**src/rtl/sroot_pkg.sv**
```systemverilog
package sroot_pkg;

  localparam int unsigned SEED_W = 32;
  typedef logic [SEED_W-1:0] seed_t;

  // Distinct, always-odd seed per decorrelation copy so no LFSR starts at zero.
  function automatic seed_t seed_of(input int unsigned copy);
    seed_t s;
    s = 32'h5A3C_ACE1 + (seed_t'(copy) * 32'h0007_1F35);
    return s | seed_t'(1);
  endfunction

endpackage

```
**src/rtl/sroot_lfsr.sv**
```systemverilog
module sroot_lfsr #(
  parameter int unsigned W    = 16,
  parameter logic [W-1:0] TAPS = 16'hB400,
  parameter logic [W-1:0] SEED = 16'hACE1
) (
  input  logic         clk,
  input  logic         rst_n,
  input  logic         clr,
  input  logic         en,
  output logic [W-1:0] state
);

  logic [W-1:0] state_q, state_d;

  always_comb begin
    state_d = state_q;
    if (clr) begin
      state_d = SEED;
    end else if (en) begin
      state_d = state_q[0] ? ((state_q >> 1) ^ TAPS) : (state_q >> 1);
    end
  end

  always_ff @(posedge clk or negedge rst_n) begin
    if (!rst_n) state_q <= SEED;
    else        state_q <= state_d;
  end

  assign state = state_q;

  // random source never locks up in the all-zero state
  a_r6_lfsr_nonzero: assert property (@(posedge clk) disable iff (!rst_n)
    state_q != '0);

endmodule

```
**src/rtl/sroot_reorder.sv**
```systemverilog
module sroot_reorder #(
  parameter int unsigned D  = 5,
  parameter int unsigned IW = (D > 1) ? $clog2(D) : 1
) (
  input  logic          clk,
  input  logic          rst_n,
  input  logic          clr,
  input  logic          en,
  input  logic          din,
  input  logic [IW-1:0] rnd,
  output logic          dout
);

  logic [D-1:0]  buf_q, buf_d;
  logic [IW-1:0] idx;

  // Fold the random value into 0..D-1
  always_comb begin
    if (32'(rnd) < D) idx = rnd;
    else              idx = IW'(32'(rnd) - D);
  end

  assign dout = buf_q[idx];

  always_comb begin
    buf_d = buf_q;
    if (clr) begin
      buf_d = '0;
    end else if (en) begin
      buf_d[idx] = din;
    end
  end

  always_ff @(posedge clk or negedge rst_n) begin
    if (!rst_n) buf_q <= '0;
    else        buf_q <= buf_d;
  end

  // a clear leaves no history behind
  a_r9_buf_cleared: assert property (@(posedge clk) disable iff (!rst_n)
    clr |=> (buf_q == '0));

  // without an enable the stored history does not move
  a_r8_buf_hold: assert property (@(posedge clk) disable iff (!rst_n)
    (!en && !clr) |=> $stable(buf_q));

endmodule

```
**src/rtl/sroot_power.sv**
```systemverilog
module sroot_power #(
  parameter int unsigned N    = 3,
  parameter int unsigned D    = 5,
  parameter int unsigned LW   = 16,
  parameter logic [LW-1:0] TAPS = 16'hB400
) (
  input  logic clk,
  input  logic rst_n,
  input  logic clr,
  input  logic en,
  input  logic din,
  output logic pow
);

  localparam int unsigned COPIES = N - 1;
  localparam int unsigned IW     = (D > 1) ? $clog2(D) : 1;

  logic [COPIES-1:0] copy_bit;

  for (genvar c = 0; c < COPIES; c++) begin : g_copy
    localparam sroot_pkg::seed_t SF = sroot_pkg::seed_of(c);
    localparam logic [LW-1:0]    S  = SF[LW-1:0];

    logic [LW-1:0] rnd_state;

    sroot_lfsr #(.W(LW), .TAPS(TAPS), .SEED(S)) i_lfsr (
      .clk   (clk),
      .rst_n (rst_n),
      .clr   (clr),
      .en    (en),
      .state (rnd_state)
    );

    sroot_reorder #(.D(D), .IW(IW)) i_reorder (
      .clk   (clk),
      .rst_n (rst_n),
      .clr   (clr),
      .en    (en),
      .din   (din),
      .rnd   (rnd_state[IW-1:0]),
      .dout  (copy_bit[c])
    );
  end

  assign pow = &copy_bit;

endmodule

```
**src/rtl/sroot_nsadd.sv**
```systemverilog
module sroot_nsadd #(
  parameter int unsigned CW = 4
) (
  input  logic clk,
  input  logic rst_n,
  input  logic clr,
  input  logic en,
  input  logic in_bit,
  input  logic fb,
  output logic out_bit
);

  localparam logic [CW-1:0] CMAX = '1;

  logic [CW-1:0] cnt_q, cnt_d;
  logic          out_q, out_d;

  always_comb begin
    cnt_d = cnt_q;
    out_d = out_q;
    if (clr) begin
      cnt_d = '0;
      out_d = 1'b0;
    end else if (en) begin
      if (in_bit) begin
        out_d = 1'b1;
        if (fb && (cnt_q != CMAX)) cnt_d = cnt_q + 1'b1;
      end else if (fb) begin
        out_d = 1'b1;
      end else if (cnt_q != '0) begin
        out_d = 1'b1;
        cnt_d = cnt_q - 1'b1;
      end else begin
        out_d = 1'b0;
      end
    end
  end

  always_ff @(posedge clk or negedge rst_n) begin
    if (!rst_n) begin
      cnt_q <= '0;
      out_q <= 1'b0;
    end else begin
      cnt_q <= cnt_d;
      out_q <= out_d;
    end
  end

  assign out_bit = out_q;

  // the credit counter saturates instead of wrapping
  a_r6_credit_no_wrap: assert property (@(posedge clk) disable iff (!rst_n)
    (en && !clr && in_bit && fb && (cnt_q == CMAX)) |=> (cnt_q == CMAX));

  // an input 1 always reaches the output
  a_r3_one_kept: assert property (@(posedge clk) disable iff (!rst_n)
    (en && !clr && in_bit) |=> out_q);

  // clear empties the credit
  a_r9_credit_cleared: assert property (@(posedge clk) disable iff (!rst_n)
    clr |=> (cnt_q == '0) && !out_q);

endmodule

```
**src/rtl/sroot_nth.sv**
```systemverilog
module sroot_nth #(
  parameter int unsigned N    = 3,
  parameter int unsigned D    = 5,
  parameter int unsigned LW   = 16,
  parameter logic [LW-1:0] TAPS = 16'hB400,
  parameter int unsigned CW   = 4
) (
  input  logic clk,
  input  logic rst_n,
  input  logic clr,
  input  logic in_vld,
  input  logic in_bit,
  output logic out_vld,
  output logic out_bit
);

  logic pow;
  logic fb;
  logic vld_q, vld_d;

  sroot_power #(.N(N), .D(D), .LW(LW), .TAPS(TAPS)) i_power (
    .clk   (clk),
    .rst_n (rst_n),
    .clr   (clr),
    .en    (in_vld),
    .din   (out_bit),
    .pow   (pow)
  );

  // Owed insertion: current output is 1 and the power estimate is 0
  assign fb = out_bit & ~pow;

  sroot_nsadd #(.CW(CW)) i_nsadd (
    .clk     (clk),
    .rst_n   (rst_n),
    .clr     (clr),
    .en      (in_vld),
    .in_bit  (in_bit),
    .fb      (fb),
    .out_bit (out_bit)
  );

  always_comb begin
    vld_d = clr ? 1'b0 : in_vld;
  end

  always_ff @(posedge clk or negedge rst_n) begin
    if (!rst_n) vld_q <= 1'b0;
    else        vld_q <= vld_d;
  end

  assign out_vld = vld_q;

  // valid strobe follows the input strobe by one cycle
  a_r2_vld_follows: assert property (@(posedge clk) disable iff (!rst_n)
    !clr |=> (out_vld == $past(in_vld)));

  // output holds while no input bit is offered
  a_r8_hold_out: assert property (@(posedge clk) disable iff (!rst_n)
    (!in_vld && !clr) |=> ($stable(out_bit) && !out_vld));

  // clear forces a quiet output
  a_r9_clr_quiet: assert property (@(posedge clk) disable iff (!rst_n)
    clr |=> (!out_bit && !out_vld));

endmodule

```
**config.mk**
```make
export PLATFORM = sky130hd
export DESIGN_NAME = sroot_nth
export DESIGN_NICKNAME = d
export VERILOG_FILES = /design/src/rtl/sroot_pkg.sv /design/src/rtl/sroot_lfsr.sv /design/src/rtl/sroot_reorder.sv /design/src/rtl/sroot_power.sv /design/src/rtl/sroot_nsadd.sv /design/src/rtl/sroot_nth.sv
export SDC_FILE = /design/constraint.sdc
export NUM_CORES = 1
export LEC_CHECK = 0
export CAP_MARGIN = 20
export CORE_ASPECT_RATIO = 0.8
export CORE_MARGIN = 2
export CORE_UTILIZATION = 53
export CTS_BUF_LIST = sky130_fd_sc_hd__clkbuf_8
export DETAILED_ROUTE_END_ITERATION = 7
export DONT_BUFFER_PORTS = 1
export PLACE_DENSITY = 0.74
export SLEW_MARGIN = 0
export SYNTH_ARGS = -nofsm -noshare
export SYNTH_HDL_FRONTEND = slang
export SYNTH_SLANG_ARGS = --single-unit
```
**constraint.sdc**
```tcl
create_clock -name clk -period 3.9 [get_ports clk]
set_clock_uncertainty 0.05 [all_clocks]
set_input_delay 0.975 -clock clk [delete_from_list [all_inputs] [get_ports clk]]
set_output_delay 0.975 -clock clk [all_outputs]
set_load 0.02 [all_outputs]
```
Word-level counts from Yosys, hierarchy flattened
Cells that the tools add are included.
{"block": "classes", "reduce_logical": 8, "mux": 34, "n_eq_ne": 3, "n_addsub": 4, "n_lt_le_gt_ge": 6, "n_bitwise": 4}
{"operator": "$mux 16", "count": 6}
{"operator": "$mux 4", "count": 6}
{"operator": "$mux 5", "count": 4}
{"operator": "$bwmux 5", "count": 2}
{"operator": "$mux 1", "count": 10}
{"operator": "$lt 3x4->1 const B", "count": 2}
{"operator": "$not 3->4", "count": 2}
{"operator": "$bmux 1 s3", "count": 2}
{"operator": "$demux 1 s3", "count": 2}
{"operator": "$ge 3x1->1 const B", "count": 2}
{"operator": "$lt 3x3->1 const B", "count": 2}
{"operator": "$mux 3", "count": 2}
{"operator": "$sub 3x3->3 const B", "count": 2}
{"operator": "$add 4x1->4 const B", "count": 1}
{"operator": "$ne 4x4->1 const B", "count": 1}
{"operator": "$reduce_and 4->1", "count": 1}
{"operator": "$reduce_bool 4->1", "count": 1}
{"operator": "$sub 4x1->4 const B", "count": 1}
{"operator": "$logic_and 1x1->1", "count": 3}
{"operator": "$ne 3x2->1 const B", "count": 1}
{"operator": "$ne 3x3->1 const B", "count": 1}
{"operator": "$reduce_bool 3->1", "count": 1}
{"operator": "$reduce_and 2->1", "count": 1}
{"operator": "$reduce_bool 2->1", "count": 1}
{"operator": "2 further kinds", "count": 2}
{"block": "totals", "register_bits": 48, "elab_cells": 66, "inputBits": 5}

Depth between registers and ports, before layout
Gate-level depths: netlist of the first run.
{"block": "logic_depth", "depth_word": 12, "ltp_mapped": 10, "ltp_nobuf": 9}

Modules after synthesis
A second synthesis of the first run with hierarchy kept.
{"block": "unflattened", "hier_cells": 261, "area_unflattened_um2": 2741.4}
{"mod": "sroot_reorder", "seq_area_each_um2": 125.1, "cells_per_inst": 53, "area_per_inst_um2": 439.2, "instances": 2}
{"mod": "sroot_lfsr (i_power.g_copy[0].i_lfsr)", "seq_area_each_um2": 410.4, "cells_per_inst": 56, "area_per_inst_um2": 726.9, "instances": 1}
{"mod": "sroot_lfsr (i_power.g_copy[1].i_lfsr)", "seq_area_each_um2": 410.4, "cells_per_inst": 56, "area_per_inst_um2": 713.2, "instances": 1}
{"mod": "sroot_nsadd", "seq_area_each_um2": 125.1, "cells_per_inst": 39, "area_per_inst_um2": 364.1, "instances": 1}
{"mod": "sroot_nth", "seq_area_each_um2": 25.0, "cells_per_inst": 3, "area_per_inst_um2": 52.6, "instances": 1}
{"mod": "sroot_power", "seq_area_each_um2": 0.0, "cells_per_inst": 1, "area_per_inst_um2": 6.3, "instances": 1}

Worst setup path after synthesis of the first run
No wires, ideal clock.
{"block": "synth_path", "kind": "flip-flop to flip-flop", "from": "register i_power.g_copy[0].i_lfsr.state_q[0]", "to": "register i_nsadd.cnt_q[0]", "stages_incl_launch_ff": 11, "required_time_ns": 3.772, "n_path_buf": 1, "arrival_time_ns": 2.907, "period_less_slack_ns": 3.035, "setup_slack_ns": 0.865, "setup_ns": 0.078, "path_cell_list": "dfstp_2 -> buf_6 -> inv_1 -> ha_1 -> or4b_1 -> a211o_1 -> o221ai_1 -> a211o_1 -> mux2_4 -> or3_1 -> a21oi_1"}
{"block": "synth_between", "elab_chain_len": 10}
{"element": "start: declaration", "line": "sroot_lfsr.sv:13", "source": "logic [W-1:0] state_q, state_d;"}
{"element": "start signal: assignment", "line": "sroot_lfsr.sv:26", "source": "else state_q <= state_d;"}
{"element": "$sub 3x3->3 or $lt 3x3->1 (tied branches)", "line": "sroot_reorder.sv:20, sroot_reorder.sv:19"}
{"element": "$mux 3 (*)", "line": "sroot_reorder.sv:19", "source": "if (32'(rnd) < D) idx = rnd;"}
{"element": "$bmux 1 s3 (*)", "line": "sroot_reorder.sv:23", "source": "assign dout = buf_q[idx];"}
{"element": "$mux 1 (implied by the code) (*)", "line": "sroot_reorder.sv:23"}
{"element": "$reduce_and 2->1 (*)", "line": "sroot_power.sv:45", "source": "assign pow = &copy_bit;"}
{"element": "$not 1->1 (*)", "line": "sroot_nth.sv:31", "source": "assign fb = out_bit & ~pow;"}
{"element": "$and 1x1->1 (*)", "line": "sroot_nth.sv:31"}
{"element": "$logic_and 1x1->1", "line": "sroot_nsadd.sv:27", "source": "if (fb && (cnt_q != CMAX)) cnt_d = cnt_q + 1'b1;"}
{"element": "$ne 3x2->1 (no source line)"}
{"element": "$reduce_and 4->1 (no source line) (*)"}
{"element": "end signal: assignment", "line": "sroot_nsadd.sv:44", "source": "cnt_q <= cnt_d;"}
{"element": "end: declaration", "line": "sroot_nsadd.sv:15", "source": "logic [CW-1:0] cnt_q, cnt_d;"}
Mark *: on every way between the ends. The rest lies on a longest branch, timed or not. The select of a mux whose other input is x is not followed.
A chain may end at the register's enable or synchronous reset.

Final worst setup path of the first run
Same ends and word-level chain as after synthesis.

==> results_dict.tcl, run 1 <==
set metrics [dict create \
    status "finished clean" \
    synth_top_area_share 0.317 \
    syn_inst 252 \
    grt_pass1_wl_um 7760 \
    fill_cells 406 \
    synthTopCellsByCount "nor2_1, dfrtp_1, mux2i_1, nand2_1, dfstp_2" \
    slew_viol_final 0 \
    dp_hpwl_um 2840 \
    maxSlewHeadroom 0.554 \
    p_sw_frac 0.238 \
    cp_slowest_stage_delay_ns 0.69 \
    multiInputGateArea_mm2 0.00119 \
    synthArstFlopShare 1.00 \
    placedCellCount 295 \
    max_cap_violations 0 \
    p_comb_frac 0.107 \
    rsz0062_at_grt "false" \
    synth_fp_nets 262 \
    firstDrtPassIters 4 \
    cts_resized 0 \
    synthesis.area_mm2 0.00253 \
    yosysTopAreaCell "dfrtp_1" \
    fp.dieH_um 65.8 \
    grt_pass1_vias 1664 \
    critPathRequiredTime_ns 4.08 \
    antenna_found_initial 0 \
    area_growth_pct 4.75 \
    portBuffers 0 \
    cts_tree "built" \
    cts_setup_buffers 0 \
    worstPathCellList "inv_1 > ha_1 > or4b_1 > a211o_1 > o221ai_1 > a211o_1 > mux2_4 > or3_1 > a21oi_1" \
    fin_crit_ns 3.28 \
    netSwitchingPower_mw 0.256 \
    avgRoutedWirePerCell_um 14.8 \
    vias 1744 \
    drive_gt1_frac 0.115 \
    p_seq_frac 0.530 \
    grt.total_usage 0.190 \
    regToRegSetupSlack_ns 0.62 \
    die_w_um 81.2 \
    cpMostUsedCell "a211o_1" \
    setup_viol 0 \
    cp-end-kind "flop" \
    holdCritPathClass "in2async" \
    seqCellArea_mm2 0.00122 \
    viasPerCell 5.76 \
    clkSlewWorstSetupHoldPaths_ns 0.09 \
    die-area_mm2 0.00535 \
    gp_congestion 0.788 \
    crit_start "i_power.g_copy[0].i_lfsr.state[0]" \
    drt_wl_total_um 4480 \
    yosysMostFrequentCell "nor2_1" \
    ys_types 53 \
    clock_latency_ns 0.30 \
    ios 7 \
    antenna_left 0 \
    peakVddDrop_uv 314 \
    diodes 0 \
    ctsHoldBuffers 0 \
    cts-root-buf "clkbuf_8" \
    finalHoldViolCount 0 \
    initial_core_util 0.550 \
    critPathSlowestCell "dfstp_2" \
    cts_max_level 2 \
    syn_avg_cell_area_um2 10.0 \
    tns_ns 0 \
    period_share 0.842 \
    crit_type "reg2reg" \
    cp_max_fo 14 \
    internal-power_mw 0.819 \
    rows 22 \
    ys_ff_latch 48 \
    clk_path_buf_depth 2 \
    synth_edf_count 0 \
    drtIter0Drc 91 \
    overflow 0 \
    ys_top_cells_by_area "dfrtp_1, dfstp_2, mux2i_1" \
    core_mm2 0.00460 \
    clock-sinks 48 \
    pwr-share-clk 0.363 \
    fmax_ghz 0.305 \
    worstPathArrival_ns 3.46 \
    leakagePower_nw 1.18 \
    r2r-start "i_power.g_copy[0].i_lfsr.state[0]" \
    synth-main-ff-cell "dfrtp_1" \
    cts_made_buffers 5 \
    ys_warn_count 0 \
    nNetsFinal 252 \
    seq_area_frac_synth 0.483 \
    drc 0 \
    worst_pin_slew_ns 0.669 \
    grt_max_degree 49 \
    p_per_area_mw_per_mm2 406 \
    stdcell_count 303 \
    cp-start-kind "flop" \
    final_util 0.576 \
]
==> worst paths after layout <==
| path | end | cells after the start |
|---|---|---|
| worst max-delay path | i_nsadd.cnt_q[0] | 9 |
| worst min-delay path | i_power.g_copy[1].i_reorder.buf_q[0] | 0 |
| worst max register to register | i_nsadd.cnt_q[0] | 9 |
| worst min register to register | i_power.g_copy[0].i_lfsr.state[7] | 2 |
| max in group asynchronous | i_power.g_copy[0].i_lfsr.state[10] | 0 |
| min in group clk | i_power.g_copy[0].i_lfsr.state[7] | 2 |
==> metal layers <==
layer  global-route usage  routed length (µm)  up-vias
met2                0.292                1980       32
met4               0.0445                  27        0
met1                0.268                2310      848
met5                    0                   0        -
li1                     -                   -      860
met3               0.0519                 155        4
==> state kept, by name, indices dropped and copies added, names as in the netlist <==
signal                          count
i_power.g_copy.i_reorder.buf_q     10
i_nsadd.out_bit                     1
i_nsadd.cnt_q                       4
out_vld                             1
i_power.g_copy.i_lfsr.state        32
==> metrics by stage <==
step / instance area, µm² / hold WS (ns) / power [mW] / setup slack (ns)
finish: 2650 / 0.314 / 1.07 / 0.617
global route: 2650 / 0.290 / 1.13 / 0.461
CTS: 2650 / 0.301 / 1.08 / 0.637
detailed placement: 2520 / 0.441 / 0.693 / 0.650
global placement: 2520 / 0.435 / 0.689 / 0.752
floorplan: 2530 / 0.418 / 0.686 / 0.865
==> kinds of logic after synthesis <==
family	count (synthesis)	synth area share
and+or+nand+nor	83	0.152
adders and majority gates	5	0.0277
buffers and inverters	26	0.0455
muxes	29	0.117
DFF	48	0.483
AOI/OAI and AO/OA	54	0.150
xor gates and xnor gates	7	0.0242
==> cells in the final DEF (no fill, tap or decap), types with 5 or more instances in the layout <==
cell type  count
clkbuf_8       7
dfrtp_1       32
xnor2_1        6
o21ai_0        9
a211o_1        5
mux2i_1       27
dfstp_2       16
inv_1          8
nand3_1        6
a21oi_1       13
nor2_1        34
nand2_1       22
==> power by group through the flow <==
stage	sequential, mW	clock [mW]	combinational [mW]
after floorplan	0.561	0	0.124
after global placement	0.577	0	0.112
after detailed placement	0.579	0	0.115
after CTS	0.570	0.399	0.115
after global routing	0.575	0.422	0.131
final	0.570	0.390	0.115
==> cell type report <==
class	count	share of cell area
Clock inverter	1	0.0113
Multi-Input combinational cell	178	0.450
Tap cell	60	0.0283
Inverter	9	0.0127
Sequential cell	48	0.461
Clock buffer	7	0.0364
==> worst max-delay path, delay by kind of cell (launching register included) <==
family	cells	cell delay [ns]
flops	1	0.69
mux	1	0.34
simple gates	2	0.83
fa+ha+maj	1	0.39
buf+inv	1	0.14
compound gates	4	0.78
(Power assumes the default switching activity.)
==> run 2, diff against run 1 <==
--- a/config.mk
+++ b/config.mk
@@ -12,7 +12,7 @@
 export CTS_BUF_LIST = sky130_fd_sc_hd__clkbuf_8
 export DETAILED_ROUTE_END_ITERATION = 7
 export DONT_BUFFER_PORTS = 1
-export PLACE_DENSITY = 0.74
+export PLACE_DENSITY = 0.77
 export SLEW_MARGIN = 0
 export SYNTH_ARGS = -nofsm -noshare
 export SYNTH_HDL_FRONTEND = slang
==> constraint.sdc (replaced) <==
create_clock -name clk -period 3 [get_ports clk]
set_clock_uncertainty 0.05 [all_clocks]
set_input_delay 0.75 -clock clk [delete_from_list [all_inputs] [get_ports clk]]
set_output_delay 0.75 -clock clk [all_outputs]
set_load 0.02 [all_outputs]
==> results_dict.tcl, run 2 (synthesized netlist as in run 1, its figures left out) <==
set metrics [dict create \
    status "finished clean" \
    setup_slack_ns 0.175 \
    worstReg2RegEnd "i_nsadd.cnt_q[0]" \
    max_cap_violations 0 \
    mostFrequentLayoutCells "nor2_1, dfrtp_1, mux2i_1" \
    tns_ns 0 \
    p_seq_frac 0.566 \
    critPathRequiredTime_ns 3.17 \
    dp_slack_ns 0.0733 \
    placed_cell_area_mm2 0.00257 \
    core_mm2 0.00460 \
    drc 0 \
    slew_viol_final 0 \
    maxSlewHeadroom 0.538 \
    final_util 0.584 \
    die-area_mm2 0.00535 \
    leakagePower_nw 1.18 \
    clk_path_buf_depth 2 \
    portBuffers 0 \
    p_comb_frac 0.130 \
    worstPathArrival_ns 3.00 \
    initial_core_util 0.550 \
    placedCellCount 299 \
    fin_crit_ns 2.83 \
    dp_hpwl_um 2800 \
    cts_max_level 2 \
    area_growth_pct 6.18 \
    regToRegSetupSlack_ns 0.17 \
    nNetsFinal 256 \
    critPathSlowestCell "dfstp_2" \
    antenna_left 0 \
    avgRoutedWirePerCell_um 14.5 \
    fill_cells 380 \
    cts-root-buf "clkbuf_8" \
    diodes 0 \
    grt_pass1_wl_um 8040 \
    r2r-start "i_power.g_copy[1].i_lfsr.state[1]" \
    fmax_ghz 0.354 \
    pwr-share-clk 0.303 \
    viasPerCell 5.71 \
    netSwitchingPower_mw 0.331 \
    internal-power_mw 0.964 \
    worst_pin_slew_ns 0.693 \
    grt_max_degree 49 \
    die_w_um 81.2 \
    setup_viol 0 \
    clkSlewWorstSetupHoldPaths_ns 0.08 \
    ios 7 \
    gp_congestion 0.831 \
    drive_gt1_frac 0.142 \
    antenna_found_initial 0 \
    firstDrtPassIters 4 \
    whs_ns 0.0855 \
    grt_pass1_vias 1748 \
    rows 22 \
    vias 1754 \
    drt_wl_total_um 4440 \
    finalPower_mw 1.30 \
    cp-start-kind "flop" \
    clock_latency_ns 0.30 \
    peakVddDrop_uv 300 \
    reg2reg_depth 9 \
    holdCritPathClass "in2async" \
    cp-end-kind "flop" \
    cp_max_fo 7 \
    clock-sinks 48 \
    cts_made_buffers 5 \
    stdcell_count 307 \
    overflow 0 \
    cts_setup_buffers 0 \
    p_sw_frac 0.256 \
    worstPathCellList "inv_2 > ha_4 > nand4bb_1 > o31ai_4 > a222oi_1 > a211o_2 > mux2_4 > or3_1 > a21oi_1" \
    grt.total_usage 0.196 \
    cts_tree "built" \
    fp.dieH_um 65.8 \
    crit_type "reg2reg" \
    finalHoldViolCount 0 \
    drtIter0Drc 104 \
    p_per_area_mw_per_mm2 482 \
    largest_register_ffs 32 \
    cp_slowest_stage_delay_ns 0.60 \
    rsz0062_at_grt "false" \
    final_common_cell "nor2_1" \
    period_share 0.942 \
    fin_area_mm2 0.00269 \
]
-- run 2: changes by cell type in the layout (fill, tap and decap cells not counted), sizes merged --
cell,change
bufinv,-1
clkinvlp,+1
inv,+1
buf,+4
clkbuf,-1
-- run 2: final cells by class --
type / count / area [µm²] / share of cell area
Multi-Input combinational cell: 178 / 1230 / 0.459
Sequential cell: 48 / 1220 / 0.455
Clock buffer: 6 / 82.6 / 0.0307
Tap cell: 60 / 75.1 / 0.0279
Inverter: 9 / 33.8 / 0.0126
Timing Repair Buffer: 4 / 30.0 / 0.0112
Clock inverter: 2 / 11.3 / 0.00419
-- run 2: power by group through the flow --
stage / registers, mW / logic (mW) / clock network (mW)
2_1_floorplan: 0.730 / 0.164 / 0
3_3_place_gp: 0.743 / 0.159 / 0
3_5_place_dp: 0.745 / 0.162 / 0
4_1_cts: 0.733 / 0.163 / 0.408
5_1_grt: 0.742 / 0.193 / 0.440
6_report: 0.734 / 0.169 / 0.393
-- run 2: worst max-delay path by stage --
| stage | from | end |
|---|---|---|
| floorplan | i_power.g_copy[0].i_lfsr.state[0] | i_nsadd.cnt_q[0] |
| detailed placement | i_power.g_copy[0].i_lfsr.state[0] | i_nsadd.cnt_q[0] |
| CTS | i_power.g_copy[0].i_lfsr.state[0] | i_nsadd.cnt_q[0] |
| finish | i_power.g_copy[1].i_lfsr.state[1] | i_nsadd.cnt_q[0] |
| global placement | i_power.g_copy[0].i_lfsr.state[0] | i_nsadd.cnt_q[0] |
| global route | i_power.g_copy[0].i_lfsr.state[0] | i_nsadd.cnt_q[0] |
-- run 2: routing by layer --
layer  routed length, µm  track usage
met5                   0            0
met4                  38       0.0424
met2                2030        0.308
met1                2240        0.267
met3                 130       0.0615
-- run 2: worst max-delay path, delay by kind of cell (launching register included) --
| kind | cells | cell delay [ns] |
|---|---|---|
| buffers and inverters | 1 | 0.09 |
| AO/OA/AOI/OAI | 4 | 0.93 |
| adder cells (fa/ha/maj) | 1 | 0.29 |
| flip-flops | 1 | 0.60 |
| multiplexers | 1 | 0.32 |
| AND/OR/NAND/NOR | 2 | 0.47 |
-- run 2: repair_timing --
item	CTS	global route
endpoints found under the setup margin	0	3
hold buffers	0	0
endpoints found under the hold margin	0	0
gates resized for setup	0	4
